<file path="config.mk">
export PLATFORM = sky130hd
export DESIGN_NAME = burst_addr_gen
export DESIGN_NICKNAME = d
export VERILOG_FILES = /design/src/rtl/burst_pkg.sv /design/src/rtl/burst_start_reg.sv /design/src/rtl/burst_beat_ctr.sv /design/src/rtl/burst_order_map.sv /design/src/rtl/burst_addr_gen.sv
export SDC_FILE = /design/constraint.sdc
export NUM_CORES = 1
export LEC_CHECK = 0
export BUFFER_PORTS_ARGS = -buffer_cell sky130_fd_sc_hd__buf_2
export CAP_MARGIN = 20
export CORE_MARGIN = 1.5
export CORE_UTILIZATION = 41
export DETAILED_ROUTE_END_ITERATION = 10
export GPL_ROUTABILITY_DRIVEN = 0
export PLACE_DENSITY = 0.73
export SLEW_MARGIN = 20
export SYNTH_ARGS = -nofsm -noshare
export SYNTH_HDL_FRONTEND = slang
export SYNTH_SLANG_ARGS = --single-unit
</file>
<file path="constraint.sdc">
create_clock -name clk -period 0.8 [get_ports clk]
set_input_delay 0.12 -clock clk [delete_from_list [all_inputs] [get_ports clk]]
set_output_delay 0.12 -clock clk [all_outputs]
set_load 0.1 [all_outputs]
</file>
<file path="src/rtl/burst_pkg.sv">
package burst_pkg;

   // Encoding of the order-select input
   typedef enum logic {
      ORD_LINEAR     = 1'b0,
      ORD_INTERLEAVE = 1'b1
   } burst_order_e;

   // Smallest legal address width for a given beat-field width
   function automatic int unsigned min_addr_w(input int unsigned beat_w);
      return beat_w + 1;
   endfunction

endpackage

</file>
<file path="src/rtl/burst_start_reg.sv">
// Holds the address captured at the start of a burst.
module burst_start_reg #(
   parameter int unsigned ADDR_W = 18
) (
   input  logic              clk,
   input  logic              rst_n,
   input  logic              load,
   input  logic [ADDR_W-1:0] load_addr,
   output logic [ADDR_W-1:0] start_q
);

   always_ff @(posedge clk) begin
      if (!rst_n) begin
         start_q <= '0;
      end else if (load) begin
         start_q <= load_addr;
      end
   end

endmodule

</file>
<file path="src/rtl/burst_beat_ctr.sv">
// Beat counter: cleared by load (load has priority), advanced by step.
module burst_beat_ctr #(
   parameter int unsigned BEAT_W = 2
) (
   input  logic              clk,
   input  logic              rst_n,
   input  logic              load,
   input  logic              step,
   output logic [BEAT_W-1:0] beat_q
);

   localparam logic [BEAT_W-1:0] BEAT_ONE = BEAT_W'(1);

   always_ff @(posedge clk) begin
      if (!rst_n) begin
         beat_q <= '0;
      end else if (load) begin
         beat_q <= '0;
      end else if (step) begin
         beat_q <= beat_q + BEAT_ONE;   // wraps naturally modulo 2**BEAT_W
      end
   end

endmodule

</file>
<file path="src/rtl/burst_order_map.sv">
// Maps the start low bits and the beat count to the current low bits.
module burst_order_map
   import burst_pkg::*;
#(
   parameter int unsigned BEAT_W = 2
) (
   input  logic [BEAT_W-1:0] start_lo,
   input  logic [BEAT_W-1:0] beat,
   input  burst_order_e      order,
   output logic [BEAT_W-1:0] cur_lo
);

   logic [BEAT_W-1:0] xor_lo;
   logic [BEAT_W-1:0] sum_lo;

   // Interleaved: each low bit is flipped by the matching count bit
   for (genvar b = 0; b < BEAT_W; b++) begin : g_flip
      assign xor_lo[b] = start_lo[b] ^ beat[b];
   end

   // Linear: modular add within the block
   assign sum_lo = start_lo + beat;

   always_comb begin
      unique case (order)
         ORD_INTERLEAVE: cur_lo = xor_lo;
         default:        cur_lo = sum_lo;
      endcase
   end

endmodule

</file>
<file path="src/rtl/burst_addr_gen.sv">
// Burst address generator with run-time selectable beat order.
module burst_addr_gen
   import burst_pkg::*;
#(
   parameter int unsigned ADDR_W = 18,
   parameter int unsigned BEAT_W = 2
) (
   input  logic              clk,
   input  logic              rst_n,
   input  logic              load,
   input  logic [ADDR_W-1:0] load_addr,
   input  logic              step,
   input  logic              interleave,
   output logic [ADDR_W-1:0] burst_addr
);

   localparam int unsigned HI_W = ADDR_W - BEAT_W;

   // Elaboration-time parameter checks
   if (BEAT_W < 1) begin : g_bad_beat
      $error("burst_addr_gen: BEAT_W must be at least 1");
   end
   if (ADDR_W < min_addr_w(BEAT_W)) begin : g_bad_addr
      $error("burst_addr_gen: ADDR_W must exceed BEAT_W");
   end

   logic [ADDR_W-1:0] start_q;
   logic [BEAT_W-1:0] beat_q;
   logic [BEAT_W-1:0] cur_lo;
   burst_order_e      order;

   assign order = burst_order_e'(interleave);

   burst_start_reg #(.ADDR_W(ADDR_W)) u_start (
      .clk       (clk),
      .rst_n     (rst_n),
      .load      (load),
      .load_addr (load_addr),
      .start_q   (start_q)
   );

   burst_beat_ctr #(.BEAT_W(BEAT_W)) u_beat (
      .clk    (clk),
      .rst_n  (rst_n),
      .load   (load),
      .step   (step),
      .beat_q (beat_q)
   );

   burst_order_map #(.BEAT_W(BEAT_W)) u_map (
      .start_lo (start_q[BEAT_W-1:0]),
      .beat     (beat_q),
      .order    (order),
      .cur_lo   (cur_lo)
   );

   logic [HI_W-1:0] hi_part;
   assign hi_part    = start_q[ADDR_W-1:BEAT_W];
   assign burst_addr = {hi_part, cur_lo};

endmodule

</file>
Word level (Yosys, flattened, before mapping):

Index checks and enable logic that the tools add are counted.

* bits in registers: 20
* input port bits: 23
* output and inout port bits: 18
* word-level logic and storage cells: 9

* $add $sub $neg: 2
* mux-type cells: 1
* bitwise gates (word level): 3
* reduce and logical (&&, ||, !) cells: 1

Operators with widths (count)
* adder 2 x 1 -> 2 bit (second input constant): 1
* adder 2 bit: 1
* two-way mux 2 bit: 1
* OR reduction 2 bit: 1
* bitwise XOR 1 bit: 2
* NOT 1 bit: 1

Logic depth before layout (Yosys ltp):

Gate-level depths: netlist of the first run.

* depth after elaboration: 2
* gate-level depth with buffers: 4
* mapped depth without buffers: 3

Hierarchy:

A second synthesis of the first run with hierarchy kept.

* cell total of the unflattened synthesis: 69
* area total of the unflattened synthesis: 809.5 um2

Modules (own cells, without submodules)
* burst_start_reg: times used 1, cells each 57, area each 688.2 um2
* burst_beat_ctr: times used 1, cells each 8, area each 85.1 um2
* burst_order_map: times used 1, cells each 4, area each 36.3 um2

Least setup slack after synthesis of the first run:

Ideal clock, no wire load.

* path type: reg2out
* start point: register u_beat.beat_q[0]
* end point: output port burst_addr[1]
* arrival time: 2177 ps
* data required time: 680 ps
* path slack: -1497 ps
* cell stages (with the launch flop): 4
* path buffers: 0
* cells stage by stage: dfxtp_1 -> ha_1 -> nor2b_1 -> xnor2_1

* cells in the longest elaborated chain, start to end: 2

Ends and longest elaborated chain
* start, declared: line burst_beat_ctr.sv:9 `output logic [BEAT_W-1:0] beat_q`
* start signal, assigned: line burst_beat_ctr.sv:20 `beat_q <= beat_q + BEAT_ONE;`
* adder 2 bit: line burst_order_map.sv:22 `assign sum_lo = start_lo + beat;`
* two-way mux 2 bit: line burst_order_map.sv:25 `unique case (order)`
* end, declared: line burst_addr_gen.sv:14 `output logic [ADDR_W-1:0] burst_addr`

No other way between the ends.

Worst setup path after layout of the first run:

* start point: register u_start.start_q[0]
* end point: output port burst_addr[1]

* cells in the longest elaborated chain, start to end: 2

Ends and longest elaborated chain
* start, declared: line burst_start_reg.sv:9 `output logic [ADDR_W-1:0] start_q`
* start signal, assigned: line burst_start_reg.sv:16 `start_q <= load_addr;`
* adder 2 bit: line burst_order_map.sv:22
* two-way mux 2 bit: line burst_order_map.sv:25

No other way between the ends.

==> summary.json, run 1 <==
{
  "synth-seq-area-share": {"value": 0.427},
  "power-per-cell-area": {"value": 1720, "unit": "nW/um2"},
  "number_of_nets_still_failing_antenna_checks_after_routing": {"value": 0},
  "achievable-frequency": {"value": 711, "unit": "MHz"},
  "critical_path.reg2reg.startpoint": {"value": "u_beat.beat_q[0]"},
  "final-setup-viol-count": {"value": 19},
  "cts_num_sinks": {"value": 20},
  "post_drt_wl_per_cell": {"value": 12.0, "unit": "um"},
  "timing.reg2reg.worst_path_depth": {"value": 3},
  "synthDominantCellAreaShare": {"value": 0.427},
  "synth_nets": {"value": 109},
  "worst_pin_slew": {"value": 0.290, "unit": "ns"},
  "synthesis.area_per_instance": {"value": 11.0, "unit": "um2"},
  "run_status": {"value": "finished, violations left"},
  "worstPathRequired": {"value": 0.68, "unit": "ns"},
  "finalHoldViolCount": {"value": 0},
  "num_rows": {"value": 17},
  "post_route_cells_drive_above_1_share": {"value": 0.661},
  "cts_tree": {"value": "done"},
  "yosysWarningCount": {"value": 0},
  "layout-area-overhead-vs-synth": {"value": 55.2, "unit": "%"},
  "clock_tree.buffer_depth": {"value": 2},
  "grt_first_pass_wirelength": {"value": 2770, "unit": "um"},
  "dominantRegCellSynth": {"value": "sky130_fd_sc_hd__dfxtp_1"},
  "synth-compound-area-share": {"value": 0.0200},
  "hp-start": {"value": "load_addr[10]"},
  "synthMuxAreaShare": {"value": 0.192},
  "synth_adder_area_share": {"value": 0.0133},
  "dr_total_vias": {"value": 624},
  "worst_setup_hold_path_clk_slew": {"value": 0.10, "unit": "ns"},
  "setup_slack": {"value": -0.607, "unit": "ns"},
  "criticalPathCategory": {"value": "register to output pin"},
  "yosys.area.top_type": {"value": "sky130_fd_sc_hd__dfxtp_1"},
  "shortest_clock_period_the_worst_path_allows_after_layout": {"value": 1.41, "unit": "ns"},
  "ios": {"value": 41},
  "worst_ep_arrival_time": {"value": 1.29, "unit": "ns"},
  "failed_checks": {"value": "setup timing"},
  "fp.dieW": {"value": 50.8, "unit": "um"},
  "drt-pass1-iter-count": {"value": 2},
  "antenna_violations_before_repair": {"value": 0},
  "cts-root-buf": {"value": "sky130_fd_sc_hd__clkbuf_4"},
  "nets": {"value": 138},
  "worst-path-max-fanout": {"value": 2},
  "grt_setup_unrepaired": {"value": "true"},
  "die_height": {"value": 50.8, "unit": "um"},
  "power.ir.vdd_worst": {"value": 1230, "unit": "uV"},
  "multi_input_area": {"value": 453, "unit": "um2"},
  "report.final.slew_viol_count": {"value": 0},
  "post_synth_most_frequent_cells": {"value": "20 x sky130_fd_sc_hd__dfxtp_1, 19 x sky130_fd_sc_hd__nor2b_1, 18 x sky130_fd_sc_hd__mux2i_1, 16 x sky130_fd_sc_hd__buf_4, 3 x sky130_fd_sc_hd__xnor2_1"},
  "dp_hpwl": {"value": 1330, "unit": "um"},
  "cells_taking_the_most_area_after_synthesis": {"value": "sky130_fd_sc_hd__dfxtp_1 43%, sky130_fd_sc_hd__mux2i_1 19%, sky130_fd_sc_hd__buf_4 13%, sky130_fd_sc_hd__nor2b_1 13%, sky130_fd_sc_hd__xnor2_1 2.8%"},
  "via_per_inst": {"value": 4.46},
  "numCtsBuffers": {"value": 3},
  "reg2reg_setup_slack": {"value": -0.08, "unit": "ns"},
  "final.fill_count": {"value": 174},
  "cts_hold_buf": {"value": 0},
  "final.hold.worst_slack": {"value": 0.0807, "unit": "ns"},
  "port_buffer_count": {"value": 40},
  "cap_viol_max_count": {"value": 0},
  "synth_enable_flop_cells": {"value": 0},
  "wl": {"value": 1680, "unit": "um"},
  "synthArstFlopShare": {"value": 0},
  "endpoint_kind": {"value": "output pin"},
  "drt_iter0_drc": {"value": 2},
  "clkLatencyLatePin": {"value": 0.29, "unit": "ns"},
  "start_util": {"value": 0.428},
  "gr-total-overflow": {"value": 0},
  "antenna_cells_inserted": {"value": 0},
  "mappedNetlistArea": {"value": 938, "unit": "um2"},
  "timing.hold.worst.class": {"value": "primary input to register"},
  "core_area": {"value": 2190, "unit": "um2"},
  "combined_global_route_utilization_of_all_metal_layers": {"value": 0.145},
  "postSynthRegisterBits": {"value": 20},
  "pin_count_of_the_biggest_net_entering_global_routing": {"value": 20},
  "min_delay_worst_endpoint": {"value": "u_start.start_q[10]"},
  "holdPathStages": {"value": 3},
  "post_synth_xor_area_fraction": {"value": 0.0280},
  "yosysUniqueCellTypes": {"value": 14},
  "syn_inst": {"value": 85},
  "start_kind": {"value": "register"},
  "drc_errors": {"value": 0},
  "vias_in_the_first_global_route": {"value": 640},
  "htree_levels": {"value": 1},
  "cellLeakagePower": {"value": 0.000637, "unit": "uW"},
  "finish.instance_area": {"value": 1460, "unit": "um2"},
  "synth-simple-area-share": {"value": 0.153},
  "clock-skew-final": {"value": 0.00324, "unit": "ns"},
  "library_cell_with_the_highest_instance_count_after_synthesis": {"value": "sky130_fd_sc_hd__dfxtp_1"},
  "finish.utilization": {"value": 0.665},
  "largest_family_of_logic_cells_by_synthesized_area": {"value": "multiplexers"},
  "fp.dieArea": {"value": 2580, "unit": "um2"},
  "dpl_cell_area": {"value": 1380, "unit": "um2"},
  "final_worst_path_period_share": {"value": 1.76},
  "max-slew-margin-rel": {"value": 0.807},
  "regArea": {"value": 428, "unit": "um2"},
  "terminus_of_the_critical_flop_to_flop_path": {"value": "u_beat.beat_q[1]"}
}
[repair_timing]
item	CTS	global route
pin swaps	4	1
gates cloned	0	0
gates resized for setup	23	2
setup endpoints to repair	19	20
buffers inserted	1	1
hold endpoints to repair	0	0
[logic make-up after synthesis]
kind of cell	Yosys count
AND/OR/NAND/NOR	22
flip-flops	20
buffers and inverters	19
multiplexers	18
XOR/XNOR	3
AO/OA/AOI/OAI	2
adder cells (fa/ha/maj)	1
[registers in the layout, summed over array words and instances, names as in the netlist]
name and cells:
u_beat.beat_q 2, u_start.start_q 18
[metrics by stage]
stage / setup slack [ns] / instances / TNS [ns] / power, uW
after CTS: -0.616 / 141 / -3.91 / 2540
after global placement: -0.326 / 137 / -0.395 / 2030
final: -0.607 / 140 / -3.52 / 2510
after floorplan: -0.517 / 85 / -0.607 / 1760
after detailed placement: -0.413 / 137 / -0.522 / 2050
after global routing: -0.665 / 140 / -4.26 / 2610
[worst max-delay path, cell delays in order (launching register included)]
cell and delay, ns:
sky130_fd_sc_hd__dfxtp_2 0.37, sky130_fd_sc_hd__ha_4 0.13, sky130_fd_sc_hd__nor2b_4 0.17, sky130_fd_sc_hd__xnor2_4 0.14, sky130_fd_sc_hd__buf_12 0.19
[worst max-delay path by stage]
stage	start	end	slack, ns	cells past startpoint
detailed placement	u_beat.beat_q[1]	burst_addr[1]	-0.41	3
CTS	u_start.start_q[0]	burst_addr[1]	-0.62	4
floorplan	u_beat.beat_q[0]	burst_addr[1]	-0.52	3
finish	u_start.start_q[0]	burst_addr[1]	-0.61	4
global placement	u_beat.beat_q[1]	burst_addr[1]	-0.33	3
global route	u_start.start_q[0]	burst_addr[1]	-0.66	4
[placed cells by master (no fill, tap or decap)]
cell | synthesis | layout
sky130_fd_sc_hd__dfxtp_4 | 0 | 1
sky130_fd_sc_hd__buf_4 | 16 | 1
sky130_fd_sc_hd__xnor2_4 | 0 | 2
sky130_fd_sc_hd__ha_4 | 0 | 1
sky130_fd_sc_hd__dfxtp_2 | 0 | 19
sky130_fd_sc_hd__nor2b_4 | 0 | 1
sky130_fd_sc_hd__nand3b_1 | 1 | 1
sky130_fd_sc_hd__nor2b_1 | 19 | 18
sky130_fd_sc_hd__xnor2_2 | 0 | 1
sky130_fd_sc_hd__nor2_1 | 1 | 1
sky130_fd_sc_hd__buf_12 | 1 | 20
sky130_fd_sc_hd__clkbuf_4 | 0 | 3
sky130_fd_sc_hd__a21bo_4 | 0 | 1
sky130_fd_sc_hd__a21oi_2 | 1 | 1
sky130_fd_sc_hd__mux2i_1 | 18 | 18
sky130_fd_sc_hd__nand2b_4 | 1 | 1
sky130_fd_sc_hd__buf_2 | 0 | 22
[layout make-up]
cell class                 instances  area share
timing repair buffer              43       0.356
multi-input combinational         46       0.311
clock buffer                       3      0.0155
sequential                        20       0.294
tap                               28      0.0241
[where the power goes]
part	switching (uW)	internal, uW
Clock	281	175
Combinational	547	378
Sequential	62.1	1060
Total	890	1620
[per-layer routing]
layer	wire [um]	global-route usage	vias up
li1	-	-	314
met4	31	0.0676	0
met2	806	0.239	30
met5	0	0	-
met3	147	0.0468	4
met1	699	0.171	276
Note: power is estimated with default switching activity, not from simulation.
==> inputs of run 2 (changes only) <==
- CORE_MARGIN: 1.5 -> 2
- CORE_UTILIZATION: 41 -> 39
- SKIP_LAST_GASP: default -> 1
- SYNTH_HIERARCHICAL: default -> 1
==> summary.json, run 2 <==
{
  "run_status": {"value": "finished, violations left"},
  "failed_checks": {"value": "setup timing"},
  "yosys.area.top_type": {"value": "sky130_fd_sc_hd__dfxtp_1"},
  "clock_tree.buffer_depth": {"value": 2},
  "final.fill_count": {"value": 140},
  "worst-path-max-fanout": {"value": 2},
  "start_kind": {"value": "register"},
  "post_route_cells_drive_above_1_share": {"value": 0.632},
  "timing.hold.worst.class": {"value": "primary input to register"},
  "worst_ep_arrival_time": {"value": 1.28, "unit": "ns"},
  "dr_total_vias": {"value": 637},
  "ios": {"value": 41},
  "cts_num_sinks": {"value": 20},
  "synthesis.area_per_instance": {"value": 11.7, "unit": "um2"},
  "post_drt_wl_per_cell": {"value": 12.6, "unit": "um"},
  "nets": {"value": 142},
  "via_per_inst": {"value": 4.42},
  "shortest_clock_period_the_worst_path_allows_after_layout": {"value": 1.40, "unit": "ns"},
  "dp_hpwl": {"value": 1510, "unit": "um"},
  "numCtsBuffers": {"value": 3},
  "antenna_violations_before_repair": {"value": 0},
  "wl": {"value": 1810, "unit": "um"},
  "syn_inst": {"value": 69},
  "synth-seq-area-share": {"value": 0.495},
  "library_cell_with_the_highest_instance_count_after_synthesis": {"value": "sky130_fd_sc_hd__dfxtp_1"},
  "max-slew-margin-rel": {"value": 0.876},
  "worst_pin_slew": {"value": 0.181, "unit": "ns"},
  "dpl_cell_area": {"value": 1460, "unit": "um2"},
  "num_rows": {"value": 16},
  "largest_register": {"value": "u_start/start_q"},
  "criticalPathCategory": {"value": "register to output pin"},
  "worst_setup_hold_path_clk_slew": {"value": 0.11, "unit": "ns"},
  "clock-skew-final": {"value": 0.00872, "unit": "ns"},
  "cts-root-buf": {"value": "sky130_fd_sc_hd__clkbuf_4"},
  "cts_tree": {"value": "done"},
  "clkLatencyLatePin": {"value": 0.29, "unit": "ns"},
  "worstPathRequired": {"value": 0.68, "unit": "ns"},
  "achievable-frequency": {"value": 715, "unit": "MHz"},
  "vias_in_the_first_global_route": {"value": 708},
  "regArea": {"value": 464, "unit": "um2"},
  "die_height": {"value": 49.6, "unit": "um"},
  "port_buffer_count": {"value": 40},
  "fp.dieArea": {"value": 2460, "unit": "um2"},
  "yosysUniqueCellTypes": {"value": 13},
  "finish.instance_area": {"value": 1490, "unit": "um2"},
  "final-setup-viol-count": {"value": 19},
  "synthArstFlopShare": {"value": 0},
  "endpoint_kind": {"value": "output pin"},
  "number_of_nets_still_failing_antenna_checks_after_routing": {"value": 0},
  "fp.dieW": {"value": 49.6, "unit": "um"},
  "layout.cells.most_common_list": {"value": "22 x sky130_fd_sc_hd__buf_2, 20 x sky130_fd_sc_hd__buf_12, 18 x sky130_fd_sc_hd__mux2i_1, 18 x sky130_fd_sc_hd__nor2b_1, 16 x sky130_fd_sc_hd__dfxtp_4"},
  "synthDominantCellAreaShare": {"value": 0.495},
  "cts_setup_buffers": {"value": 0},
  "drt_iter0_drc": {"value": 1},
  "power-per-cell-area": {"value": 1680, "unit": "nW/um2"},
  "cellLeakagePower": {"value": 0.000651, "unit": "uW"},
  "grt_first_pass_wirelength": {"value": 3070, "unit": "um"},
  "combined_global_route_utilization_of_all_metal_layers": {"value": 0.166},
  "antenna_cells_inserted": {"value": 0},
  "largest_registers": {"value": "u_start/start_q (18), u_beat/beat_q (2)"},
  "core_area": {"value": 1960, "unit": "um2"},
  "mappedNetlistArea": {"value": 810, "unit": "um2"},
  "grt_setup_unrepaired": {"value": "true"},
  "multi_input_area": {"value": 420, "unit": "um2"},
  "synth_enable_flop_cells": {"value": 0},
  "gr-total-overflow": {"value": 0},
  "postSynthRegisterBits": {"value": 20},
  "final.hold.worst_slack": {"value": 0.0757, "unit": "ns"},
  "dominantRegCellSynth": {"value": "sky130_fd_sc_hd__dfxtp_1"},
  "report.final.slew_viol_count": {"value": 0},
  "cap_viol_max_count": {"value": 0},
  "setup_slack": {"value": -0.598, "unit": "ns"},
  "finalHoldViolCount": {"value": 0},
  "most_common_cell_after_layout_fill_and_taps_aside": {"value": "sky130_fd_sc_hd__buf_2"},
  "power.ir.vdd_worst": {"value": 1340, "unit": "uV"},
  "cells_taking_the_most_area_after_synthesis": {"value": "sky130_fd_sc_hd__dfxtp_1 49%, sky130_fd_sc_hd__mux2i_1 22%, sky130_fd_sc_hd__nor2b_1 15%, sky130_fd_sc_hd__xnor2_1 3.2%, sky130_fd_sc_hd__buf_12 2.5%"},
  "layout-area-overhead-vs-synth": {"value": 84.4, "unit": "%"},
  "post_synth_most_frequent_cells": {"value": "20 x sky130_fd_sc_hd__dfxtp_1, 19 x sky130_fd_sc_hd__nor2b_1, 18 x sky130_fd_sc_hd__mux2i_1, 3 x sky130_fd_sc_hd__xnor2_1"},
  "start_util": {"value": 0.413},
  "pin_count_of_the_biggest_net_entering_global_routing": {"value": 12},
  "finish.utilization": {"value": 0.761},
  "htree_levels": {"value": 1},
  "yosysWarningCount": {"value": 6},
  "largest_register_ff_count": {"value": 18},
  "synth_nets": {"value": 93},
  "drc_errors": {"value": 0},
  "drt-pass1-iter-count": {"value": 2},
  "final_worst_path_period_share": {"value": 1.75}
}
## run 2: changes by cell type after synthesis
cell	change
sky130_fd_sc_hd__a21bo_2	-1
sky130_fd_sc_hd__nand2b_1	+1
sky130_fd_sc_hd__a21bo_1	+1
sky130_fd_sc_hd__clkbuf_1	+1
sky130_fd_sc_hd__clkbuf_2	-1
sky130_fd_sc_hd__buf_4	-16
sky130_fd_sc_hd__nand2b_4	-1
## run 2: logic make-up after synthesis
family | Yosys count | synth area share
simple gates | 22 | 0.168
flops | 20 | 0.495
xor+xnor | 3 | 0.0325
buf+inv | 3 | 0.0433
mux | 18 | 0.223
compound gates | 2 | 0.0232
fa+ha+maj | 1 | 0.0155
## run 2: repair_timing
item / CTS / global route
pin swaps: 2 / 2
resized for setup: 2 / 1
hold endpoints to repair: 0 / 0
setup endpoints to repair: 19 / 20
hold buffers: 0 / 0
## run 2: stage by stage
stage	setup slack, ns	TNS (ns)	total power (uW)	instances
after CTS	-0.618	-3.71	2530	144
after global routing	-0.662	-4.24	2610	144
final	-0.598	-3.45	2510	144
after floorplan	-0.517	-0.608	1680	69
after global placement	-0.309	-0.378	2030	140
after detailed placement	-0.334	-0.616	2050	140
## run 2: per-layer routing
layer,share of wire,vias to the layer above,GRT usage,wire length [um]
met1,0.35,296,0.168,627
met2,0.61,17,0.316,1100
met5,0,-,0,0
li1,-,322,-,-
met3,0.036,2,0.0242,66
met4,0.010,0,0.0972,19
## run 2: path summary, 6_finish.rpt
| kind | startpoint | endpoint | slack (ns) | depth (start not counted) |
|---|---|---|---|---|
| max reg2reg | u_beat/beat_q[1] | u_beat/beat_q[1] | -0.04 | 3 |
| max | u_beat/beat_q[0] | burst_addr[1] | -0.60 | 4 |
| min | load_addr[16] | u_start/start_q[16] | 0.08 | 3 |
| min reg2reg | u_start/start_q[16] | u_start/start_q[16] | 0.55 | 2 |
## run 2: power breakdown
part           internal [uW]  total, uW  switching (uW)
combinational            382        934             552
sequential              1040       1090            56.9
clock                    194        481             287
total                   1610       2510             896
## run 2: worst max-delay path, cell delays in order, from the launching register on
cell                      delay, ns
sky130_fd_sc_hd__dfxtp_2       0.36
sky130_fd_sc_hd__ha_4          0.13
sky130_fd_sc_hd__nor2b_4       0.17
sky130_fd_sc_hd__xnor2_4       0.14
sky130_fd_sc_hd__buf_12        0.19
## run 2: area by class of cell
type	instances	share of cell area
timing repair buffer	47	0.367
sequential	20	0.311
multi-input combinational	46	0.282
tap	27	0.0226
clock buffer	4	0.0176
